**config.mk**
```make
export PLATFORM = sky130hd
export DESIGN_NAME = evgate_counter
export DESIGN_NICKNAME = d
export VERILOG_FILES = /design/src/rtl/evgate_counter.sv
export SDC_FILE = /design/constraint.sdc
export NUM_CORES = 1
export LEC_CHECK = 0
export ABC_AREA = 0
export BUFFER_PORTS_ARGS = -buffer_cell sky130_fd_sc_hd__buf_4
export CAP_MARGIN = 30
export CORE_MARGIN = 4
export CORE_UTILIZATION = 38
export CTS_BUF_LIST = sky130_fd_sc_hd__clkbuf_8
export CTS_CLUSTER_DIAMETER = 150
export CTS_CLUSTER_SIZE = 24
export DETAILED_ROUTE_END_ITERATION = 8
export GPL_TIMING_DRIVEN = 0
export HOLD_SLACK_MARGIN = 0.02
export SLEW_MARGIN = 20
export SYNTH_ARGS = -nofsm -noshare
export SYNTH_HDL_FRONTEND = slang
export SYNTH_SLANG_ARGS = --single-unit
```
**constraint.sdc**
```tcl
create_clock -name clk -period 2 [get_ports clk]
set_input_delay 0.4 -clock clk [delete_from_list [all_inputs] [get_ports clk]]
set_output_delay 0.4 -clock clk [all_outputs]
set_load 0.01 [all_outputs]
```
**src/rtl/evgate_counter.sv**
```systemverilog
module evgate_counter #(
  parameter int W = 8
) (
  input  logic         clk,
  input  logic         rst_n,
  input  logic         wr_en,
  input  logic [1:0]   wr_sel,
  input  logic [W-1:0] wr_data,
  input  logic         evt_in,
  input  logic         presc_en,
  output logic [W-1:0] count,
  output logic         clk_out,
  output logic         pin_out
);

  logic [1:0] sync;
  logic       prev;
  logic       mode, pol, oe, edge_sel;
  logic [W-1:0] cmp;
  logic       div, div_d, oe_eff;

  wire s        = sync[1];
  wire ev_edge  = pol ? (s & ~prev) : (~s & prev);
  wire gate_ok  = presc_en & (s == pol);
  wire tick     = mode ? gate_ok : ev_edge;
  wire wr_ctl   = wr_en && (wr_sel == 2'd0);
  wire wr_cnt   = wr_en && (wr_sel == 2'd1);
  wire wr_cmp   = wr_en && (wr_sel == 2'd2);
  wire at_match = (count == cmp);
  wire act_edge = edge_sel ? (div & ~div_d) : (~div & div_d);

  assign clk_out = div;
  assign pin_out = oe_eff & div;

  always_ff @(posedge clk or negedge rst_n) begin
    if (!rst_n) begin
      sync <= 2'b00;
      prev <= 1'b0;
    end else begin
      sync <= {sync[0], evt_in};
      prev <= sync[1];
    end
  end

  always_ff @(posedge clk or negedge rst_n) begin
    if (!rst_n) begin
      mode     <= 1'b0;
      pol      <= 1'b0;
      oe       <= 1'b0;
      edge_sel <= 1'b0;
      cmp      <= '1;
    end else begin
      if (wr_ctl) begin
        mode     <= wr_data[0];
        pol      <= wr_data[1];
        oe       <= wr_data[2];
        edge_sel <= wr_data[3];
      end
      if (wr_cmp) cmp <= wr_data;
    end
  end

  always_ff @(posedge clk or negedge rst_n) begin
    if (!rst_n) begin
      count <= '0;
      div   <= 1'b0;
    end else if (wr_cnt) begin
      count <= wr_data;
      div   <= edge_sel;
    end else if (tick) begin
      if (at_match) begin
        count <= '0;
        div   <= ~div;
      end else begin
        count <= count + 1'b1;
      end
    end
  end

  always_ff @(posedge clk or negedge rst_n) begin
    if (!rst_n) begin
      div_d  <= 1'b0;
      oe_eff <= 1'b0;
    end else begin
      div_d <= div;
      if (act_edge) oe_eff <= oe;
    end
  end

  AST_WRITE_LOADS: assert property (@(posedge clk) disable iff (!rst_n)
    wr_cnt |=> count == $past(wr_data));

  AST_IDLE_HOLDS: assert property (@(posedge clk) disable iff (!rst_n)
    (!wr_cnt && !tick) |=> ($stable(count) && $stable(div)));

  AST_STEP_ONE: assert property (@(posedge clk) disable iff (!rst_n)
    (!wr_cnt && tick && !at_match) |=> (count == $past(count) + 1'b1) && $stable(div));

  AST_WRAP_TOGGLE: assert property (@(posedge clk) disable iff (!rst_n)
    (!wr_cnt && tick && at_match) |=> (count == '0) && (div != $past(div)));

  AST_OE_ON_EDGE: assert property (@(posedge clk) disable iff (!rst_n)
    !$stable(oe_eff) |-> ($past(div) != $past(div, 2)));

endmodule

```
* Word-level counts from Yosys, hierarchy flattened
Index checks and enable logic that the tools add are counted.
** Word-level totals
- Input bits :: 15
- Flip-flop bits (word level) :: 26
- Output and inout bits :: 10
** Operators by class
- Multiplexer cells :: 9
- Reductions and logical operators :: 7
- $add $sub $neg :: 1
- Bitwise logic cells :: 10
- Equal/unequal tests :: 4
** Operator list (count)
- $mux W8 :: 3
- $add A8 B1 Y8 const B :: 1
- $eq A8 B8 Y1 :: 1
- $and A1 B1 Y1 :: 6
- $mux W1 :: 6
- $not A1 Y1 :: 4
- $reduce_bool A2 Y1 :: 2
- $logic_and A1 B1 Y1 :: 3
- $eq A2 B1 Y1 const B :: 1
- $eq A2 B2 Y1 const B :: 1
- $logic_not A2 Y1 :: 1
- $reduce_and A2 Y1 :: 1
- $eq A1 B1 Y1 :: 1

* Logic depth before layout (Yosys ltp)
Gate-level depths: netlist of the first run.
- Depth after elaboration :: 6
- Mapped depth :: 6
- Depth with buffers taken out :: 6

* Least setup slack after synthesis of the first run
No wires, ideal clock.
- Path kind :: register to register
- From :: register mode
- To :: register count[1]
- Path slack :: 355 ps
- Buffers on the path :: 1
- Stages on the path, launching flop included :: 7
- Setup time :: 82 ps
- Arrival :: 1563 ps
- Period minus slack after synthesis :: 1645 ps
- Data required time :: 1918 ps
- Cell sequence :: dfrtp_1 > nand2b_4 > a211oi_4 > nor2_2 > buf_6 > or3b_1 > a31oi_1
** On the way
- Word-level cells in the longest chain between the ends :: 2
** RTL lines
- from (decl) :: RTL line 18 : logic mode, pol, oe, edge_sel;
- from (signal assigned) :: RTL line 54 : mode <= wr_data[0];
- $mux W1 :: RTL line 25 : wire tick = mode ? gate_ok : ev_edge;
- $reduce_bool A2 Y1 (no line)
- to (signal assigned) :: RTL line 68 : count <= wr_data;
- to (signal assigned) :: RTL line 75 : count <= count + 1'b1;
- to (decl) :: RTL line 11 : output logic [W-1:0] count,
No other way between the ends.
A chain may end at the register's enable or synchronous reset.

* Worst setup path in the final report of the first run
Ends and elaborated chain as after synthesis.

==> results of run 1 <==
## power by group
group / internal (mW) / switching [mW] / total (mW)
sequential: 0.674 / 0.145 / 0.819
clock: 0.138 / 0.167 / 0.305
combinational: 0.431 / 0.369 / 0.801
## cell type report
type,count,share of cell area
plain buffers,5,0.0162
clock buffers,3,0.0243
clock inverters,1,0.00221
inverters,1,0.00221
multi-input cells,99,0.426
flip-flops and latches,26,0.389
well taps,46,0.0339
repair buffers,24,0.106
## cell families (layout without fill, tap and decap cells)
kind of cell | Yosys count | after routing | synth area share
fa+ha+maj | 1 | 1 | 0.00885
xor+xnor | 8 | 8 | 0.0496
mux | 14 | 14 | 0.111
simple gates | 49 | 49 | 0.199
flops | 26 | 26 | 0.467
compound gates | 27 | 27 | 0.142
buf+inv | 6 | 34 | 0.0221
## state kept, by name, indices dropped and copies added (netlist names)
| signal | count |
|---|---|
| oe_eff | 1 |
| sync | 2 |
| count | 8 |
| cmp | 8 |
| div_d | 1 |
| clk_out | 1 |
| prev | 1 |
| edge_sel | 1 |
| mode | 1 |
| oe | 1 |
| pol | 1 |
## layer usage
layer  vias up  share of wire
met2        16           0.48
li1        536              -
met3         4          0.029
met5         -              0
met1       526           0.48
met4         0          0.014
## per-stage QoR
stage / area [um2] / cells / util
after floorplan: 1410 / 131 / -
after global placement: 1650 / 201 / 0.476
after detailed placement: 1650 / 201 / 0.476
after CTS: 1700 / 205 / 0.489
after global routing: 1700 / 205 / 0.489
final: 1700 / 205 / 0.489
## critical path: stages (launching register included)
cell,delay (ps)
dfrtp_1,420
nand2b_4,160
a211oi_4,410
nor2_2,70
buf_6,150
or3b_1,370
a31oi_1,170
## cells in the mapped netlist, types with 2 or more instances
cell,number
nand3b_1,2
o21ai_0,6
nor2_2,2
clkbuf_1,3
o211ai_1,2
mux2_2,13
and3_2,3
a21oi_1,5
dfrtp_1,18
or3_1,4
nor2_1,6
xnor2_1,8
nor4_1,3
dfstp_2,8
nor3_1,2
nand4_1,3
a31oi_1,3
nand2_1,8
nand3_1,8
a211o_1,4
## path summary, 6_finish.rpt
kind	from	end
hold / removal	rst_n	count[0]
setup reg to reg	mode	count[1]
hold reg to reg	sync[0]	sync[1]
min in group clk	evt_in	sync[0]
setup / recovery	mode	count[1]
max in group asynchronous	rst_n	cmp[3]
==> impl_metrics.py, run 1 <==
metrics = {
    "floorplanning": {
        "ioPinCount": 25,
        "num_rows": 21,
        "die_h_um": 69.0,
        "core_area_um2": 3470,
        "fp.dieArea_um2": 4760,
        "die_w_um": 69.0,
        "start_util": 0.408,
    },
    "global_routing": {
        "grt_pass1_vias": 1051,
        "antenna_found_initial": 0,
        "globalRouteMet1Util": 0.205,
        "grt_use_total": 0.148,
        "busiest_layer": "met2",
        "grt_pass1_wl_mm": 5.13,
        "met2_usage": 0.233,
        "grt_max_degree": 27,
        "gr-total-overflow": 0,
        "grtUsageMet3": 0.0243,
    },
    "critical_path": {
        "r2r_cells": 6,
        "cp.required_ps": 2200,
        "critPathCaptureType": "flip-flop",
        "rrSetupSlack_ps": 160,
        "crit_type": "flip-flop to flip-flop",
        "startpoint_type": "flip-flop",
        "path_max_fanout": 10,
        "critPathArrivalTime_ps": 2040,
    },
    "cts": {
        "clk_latency_ps": 270,
        "htree_levels": 1,
        "cts_tree": "built",
        "clockRootBuffer": "clkbuf_8",
        "cts_resized": 0,
        "numCtsBuffers": 3,
        "postCtsHoldBufs": 0,
        "clockBufferDepth": 2,
        "cts.sink_count": 26,
        "clk_pin_slew_ps": 90,
        "postCtsSetupBuffers": 0,
    },
    "final_layout": {
        "nNetsFinal": 176,
        "regArea_um2": 661,
        "layout_common_cells": "buf_4, dfrtp_1, mux2_2",
        "drive_above_1_share": 0.377,
        "n_antenna_cell": 0,
        "synthToLayoutAreaGrowth_pct": 20.0,
        "multiInputGateArea_um2": 722,
        "mostFrequentLayoutCell": "buf_4",
        "num-fill-cells": 345,
    },
    "timing": {
        "setup_slack_ps": 160,
        "worst_clock_skew_ps": 2.09,
        "final-hold-violation-count": 0,
        "setup_viol": 0,
        "slew-limit-headroom": 0.558,
        "tns_ps": 0,
        "rsz0062_at_grt": "false",
        "fin_crit_sh": 0.920,
        "final_max_slew_viol_count": 0,
        "tightest_slew_ps": 661,
        "min_period_ps": 1840,
        "timing.fmax_mhz": 543,
        "hold_ws_ps": 17.9,
    },
    "detailed_routing": {
        "viasPerCell": 5.28,
        "vias": 1082,
        "ant_nets": 0,
        "drtIter0Drc": 23,
        "first_pass_iters": 4,
        "wl_mm": 3.01,
        "wire_per_inst_um": 14.7,
        "drc": 0,
    },
    "logic_synthesis": {
        "synth-edff-count": 0,
        "synthArstFlopShare": 1.00,
        "dominantRegCellSynth": "dfrtp_1",
        "yosys_warnings": 0,
        "syn_avg_cell_area_um2": 10.8,
        "netlist_area_um2": 1410,
        "yosysTopAreaCellShare": 0.319,
        "synth_area_leaders": "dfrtp_1, dfstp_2, mux2_2",
        "synth_nets": 147,
        "yosysTopAreaCell": "dfrtp_1",
        "postSynthCellCount": 131,
        "yosysSeqAreaShare": 0.467,
        "yosys_register_bits": 26,
        "synth.distinct_cells": 40,
    },
    "flow_run": {
        "maxCapViolations": 0,
    },
    "run_status": {
        "status": "finished, final reports clean",
    },
    "hold_path": {
        "min_path_type": "input pin to asynchronous set/reset pin",
    },
    "power_and_ir_drop": {
        "worst_ir_drop_vdd_mv": 0.478,
        "power.total_mw": 1.93,
        "p_per_area_nw_per_um2": 1130,
        "p_leak_nw": 0.702,
    },
    "placed_design": {
        "place_congestion": 0.789,
        "port_buffers": 24,
        "dp_hpwl_mm": 2.21,
        "dp_slack_ps": 152,
    },
}
No activity file was read; power rests on OpenSTA's default activity.
==> run 2, diff against run 1 <==
CTS_BUF_LIST = sky130_fd_sc_hd__clkbuf_2 sky130_fd_sc_hd__clkbuf_4 sky130_fd_sc_hd__clkbuf_8   (was sky130_fd_sc_hd__clkbuf_8)
==> impl_metrics.py, run 2 (synthesis results as in run 1) <==
metrics = {
    "cts": {
        "htree_levels": 1,
        "cts_tree": "built",
        "cts_resized": 0,
        "cts.sink_count": 26,
        "postCtsSetupBuffers": 0,
        "clockBufferDepth": 2,
        "clockRootBuffer": "clkbuf_8",
        "postCtsHoldBufs": 0,
        "numCtsBuffers": 3,
        "clk_latency_ps": 270,
        "clk_pin_slew_ps": 90,
    },
    "detailed_routing": {
        "viasPerCell": 5.25,
        "drtIter0Drc": 22,
        "wire_per_inst_um": 14.6,
        "first_pass_iters": 4,
        "wl_mm": 3.00,
        "vias": 1077,
        "ant_nets": 0,
        "drc": 0,
    },
    "floorplanning": {
        "ioPinCount": 25,
        "die_w_um": 69.0,
        "start_util": 0.408,
        "die_h_um": 69.0,
        "fp.dieArea_um2": 4760,
        "core_area_um2": 3470,
        "num_rows": 21,
    },
    "critical_path": {
        "cp.required_ps": 2210,
        "cp_slowest_cell": "nor2_2",
        "crit_type": "flip-flop to flip-flop",
        "path_max_fanout": 10,
        "critPathCaptureType": "flip-flop",
        "startpoint_type": "flip-flop",
        "cp_slowest_stage_delay_ps": 390,
        "path_cells": "clkbuf_1, xnor2_1, nand4_1, nor2_2, mux2_2, nand3_1",
        "critPathArrivalTime_ps": 2060,
    },
    "timing": {
        "setup_viol": 0,
        "hold_ws_ps": 18.8,
        "slew-limit-headroom": 0.555,
        "timing.fmax_mhz": 542,
        "final_max_slew_viol_count": 0,
        "fin_crit_sh": 0.923,
        "min_period_ps": 1850,
        "tns_ps": 0,
        "worst_clock_skew_ps": 3.36,
        "final-hold-violation-count": 0,
        "tightest_slew_ps": 666,
        "rsz0062_at_grt": "false",
    },
    "final_layout": {
        "drive_above_1_share": 0.384,
        "synthToLayoutAreaGrowth_pct": 20.3,
        "layout_common_cells": "buf_4, dfrtp_1, mux2_2",
        "n_antenna_cell": 0,
        "reg_top3": "cmp: 8 flops, count: 8 flops, sync: 2 flops",
        "nNetsFinal": 176,
        "mostFrequentLayoutCell": "buf_4",
    },
    "global_routing": {
        "grt_pass1_wl_mm": 5.12,
        "grtUsageMet3": 0.0243,
        "grt_pass1_vias": 1047,
        "globalRouteMet1Util": 0.205,
        "busiest_layer": "met2",
        "grt_use_total": 0.148,
        "grt_max_degree": 27,
        "gr-total-overflow": 0,
        "antenna_found_initial": 0,
        "met2_usage": 0.232,
    },
    "power_and_ir_drop": {
        "worst_ir_drop_vdd_mv": 0.478,
        "p_per_area_nw_per_um2": 1140,
        "p_leak_nw": 0.701,
    },
    "placed_design": {
        "port_buffers": 24,
        "place_congestion": 0.789,
        "dp_hpwl_mm": 2.21,
    },
    "run_status": {
        "status": "finished, final reports clean",
    },
    "hold_path": {
        "min_path_type": "input pin to asynchronous set/reset pin",
    },
    "flow_run": {
        "maxCapViolations": 0,
    },
}
==> run 2: changes by cell type in the layout (fill, tap and decap cells not counted) <==
cell / before / now
inv_1: 2 / 1
clkbuf_4: 0 / 1
==> run 2: final timing paths <==
| path | slack, ps | startpoint | cells past startpoint | endpoint |
|---|---|---|---|---|
| worst max-delay path | 150 | count[4] | 6 | clk_out |
| worst min-delay path | 20 | rst_n | 1 | count[0] |
| worst max register to register | 150 | count[4] | 6 | clk_out |
| worst min register to register | 370 | sync[0] | 0 | sync[1] |
| max in group asynchronous | 1690 | rst_n | 1 | cmp[2] |
| min in group clk | 230 | evt_in | 1 | sync[0] |
==> run 2: metal layers <==
layer | vias up | share of wire | wire (um)
met4 | 0 | 0.014 | 43
met1 | 524 | 0.48 | 1450
li1 | 537 | - | -
met5 | - | 0 | 0
met2 | 12 | 0.47 | 1420
met3 | 4 | 0.028 | 83
==> run 2: worst max-delay path, delay by kind of cell (launching register included) <==
| kind | cells | cell delay [ps] |
|---|---|---|
| DFF | 1 | 360 |
| xor gates and xnor gates | 1 | 160 |
| buffers and inverters | 1 | 250 |
| and+or+nand+nor | 3 | 630 |
| muxes | 1 | 390 |
==> run 2: report_power, final <==
group	leakage, nW	switching, mW	internal, mW
registers	0.279	0.145	0.674
clock network	0.0262	0.165	0.156
logic	0.396	0.370	0.431
total	0.701	0.680	1.26
==> run 2: final cells by class <==
| cell class | count | area (um2) |
|---|---|---|
| clock buffers | 4 | 48.8 |
| multi-input cells | 99 | 722 |
| inverters | 1 | 3.75 |
| repair buffers | 24 | 180 |
| fillers | 346 | 1770 |
| flip-flops and latches | 26 | 661 |
| plain buffers | 5 | 27.5 |
| well taps | 46 | 57.6 |
==> run 2: metrics by stage <==
step / cells / power [mW] / util / setup WS (ps) / cell area (um2)
2_1_floorplan: 131 / 1.36 / - / 355 / 1410
3_3_place_gp: 201 / 1.61 / 0.476 / 139 / 1650
3_5_place_dp: 201 / 1.63 / 0.476 / 152 / 1650
4_1_cts: 205 / 1.96 / 0.490 / 160 / 1700
5_1_grt: 205 / 2.10 / 0.490 / 41.0 / 1700
6_report: 205 / 1.94 / 0.490 / 154 / 1700
==> run 3, diff against run 2 <==
clock period = 1.7 ns   (was 2 ns; I/O delays follow)
==> impl_metrics.py, run 3 (synthesis results as in run 1) <==
metrics = {
    "run_status": {
        "status": "finished, final reports clean",
    },
    "placed_design": {
        "dp_hpwl_mm": 2.21,
        "port_buffers": 24,
        "placed_cells": 201,
        "dpl_cell_area_um2": 1650,
        "dp_slack_ps": -112,
        "place_congestion": 0.789,
    },
    "critical_path": {
        "critPathTopFamily": "simple AND/OR/NAND/NOR gates",
        "timing.rr.end": "clk_out",
        "crit_type": "flip-flop to flip-flop",
        "cp-startpoint": "cmp[6]",
        "critPathCaptureType": "flip-flop",
        "r2r_cells": 5,
        "rrSetupSlack_ps": 10,
        "path_max_fanout": 5,
        "cp.required_ps": 1910,
        "cp_slowest_stage_delay_ps": 560,
        "worst-path-buf-inv": 0,
        "cp.depth": 5,
        "cp_slowest_cell": "dfstp_2",
        "startpoint_type": "flip-flop",
        "path_cells": "xnor2_2, nand4_1, nor2_4, mux2_4, nand3_2",
        "worstSetupEndpoint": "clk_out",
        "critPathArrivalTime_ps": 1900,
        "timing.rr.start": "cmp[6]",
    },
    "detailed_routing": {
        "ant_nets": 0,
        "drtIter0Drc": 44,
        "viasPerCell": 5.52,
        "drc": 0,
        "wire_per_inst_um": 15.4,
        "wl_mm": 3.27,
        "first_pass_iters": 4,
        "vias": 1170,
    },
    "power_and_ir_drop": {
        "power.total_mw": 2.44,
        "seqPwrFrac": 0.415,
        "p_leak_nw": 0.749,
        "p_clk_frac": 0.156,
        "pwr-share-comb": 0.430,
        "worst_ir_drop_vdd_mv": 0.591,
        "p_per_area_nw_per_um2": 1340,
        "intPower_mw": 1.58,
        "netSwitchingFraction": 0.353,
        "power_switching_mw": 0.860,
    },
    "timing": {
        "final_max_slew_viol_count": 0,
        "min_period_ps": 1690,
        "setup_viol": 0,
        "worst_clock_skew_ps": 1.14,
        "setup_slack_ps": 13.0,
        "tns_ps": 0,
        "tightest_slew_ps": 658,
        "slew-limit-headroom": 0.560,
        "final-hold-violation-count": 0,
        "timing.fmax_mhz": 593,
        "fin_crit_sh": 0.992,
        "rsz0062_at_grt": "true",
        "hold_ws_ps": 167,
    },
    "cts": {
        "cts.sink_count": 26,
        "clockBufferDepth": 2,
        "clk_pin_slew_ps": 90,
        "numCtsBuffers": 3,
        "cts_tree": "built",
        "clk_latency_ps": 270,
        "htree_levels": 1,
        "clockRootBuffer": "clkbuf_8",
    },
    "global_routing": {
        "grt_use_total": 0.153,
        "grt_pass1_vias": 1085,
        "grt_max_degree": 27,
        "grt_pass1_wl_mm": 5.28,
        "antenna_found_initial": 0,
        "gr-total-overflow": 0,
    },
    "final_layout": {
        "num-fill-cells": 338,
        "mostFrequentLayoutCell": "buf_4",
        "finalInstanceArea_um2": 1820,
        "reg_top3": "cmp: 8 flops, count: 8 flops, sync: 2 flops",
        "n_antenna_cell": 0,
        "final_cells": 212,
        "layout_common_cells": "buf_4, mux2_2, dfrtp_1",
        "finish.utilization": 0.526,
        "drive_above_1_share": 0.500,
        "nNetsFinal": 183,
        "synthToLayoutAreaGrowth_pct": 28.9,
    },
    "flow_run": {
        "maxCapViolations": 0,
    },
    "floorplanning": {
        "fp.dieArea_um2": 4760,
        "ioPinCount": 25,
        "num_rows": 21,
        "die_w_um": 69.0,
        "core_area_um2": 3470,
        "start_util": 0.408,
        "die_h_um": 69.0,
    },
    "hold_path": {
        "min_path_type": "input pin to flip-flop",
    },
}
-- run 3: power groups by stage --
stage          sequential (mW)  combinational, mW  clock [mW]
6_report                  1.01               1.05       0.380
5_1_grt                   1.04               1.16       0.415
3_3_place_gp             0.968              0.932           0
3_5_place_dp             0.978              0.939           0
2_1_floorplan            0.980              0.620           0
4_1_cts                  0.970              0.968       0.386
-- run 3: how the worst min path moves through the flow --
| stage | start | to | depth (start not counted) |
|---|---|---|---|
| after global placement | rst_n | count[7] | 1 |
| after CTS | evt_in | sync[0] | 1 |
| final | evt_in | sync[0] | 1 |
| after global routing | evt_in | sync[0] | 1 |
| after detailed placement | rst_n | count[7] | 1 |
| after floorplan | rst_n | clk_out | 0 |
-- run 3: final cells by class --
cell class                      count  area (um2)  area share
Inverter                            1        3.75     0.00206
Sequential cell                    26         668       0.367
Multi-Input combinational cell    100         786       0.431
Tap cell                           46        57.6      0.0316
Buffer                              3        18.8      0.0103
Clock buffer                        4        48.8      0.0268
Timing Repair Buffer               32         240       0.132
-- run 3: timing repair --
item,in CTS,in global routing
pin swaps,3,9
cloned,1,1
setup endpoints to repair,8,8
hold buffers,1,0
resized for setup,2,16
hold endpoints to repair,18,0
setup buffers,2,4
-- run 3: routing by layer --
metal	track usage	share of wire	vias to the layer above
met4	0.0584	0.019	0
met5	0	0	-
li1	-	-	555
met2	0.240	0.49	18
met1	0.208	0.45	591
met3	0.0276	0.032	6
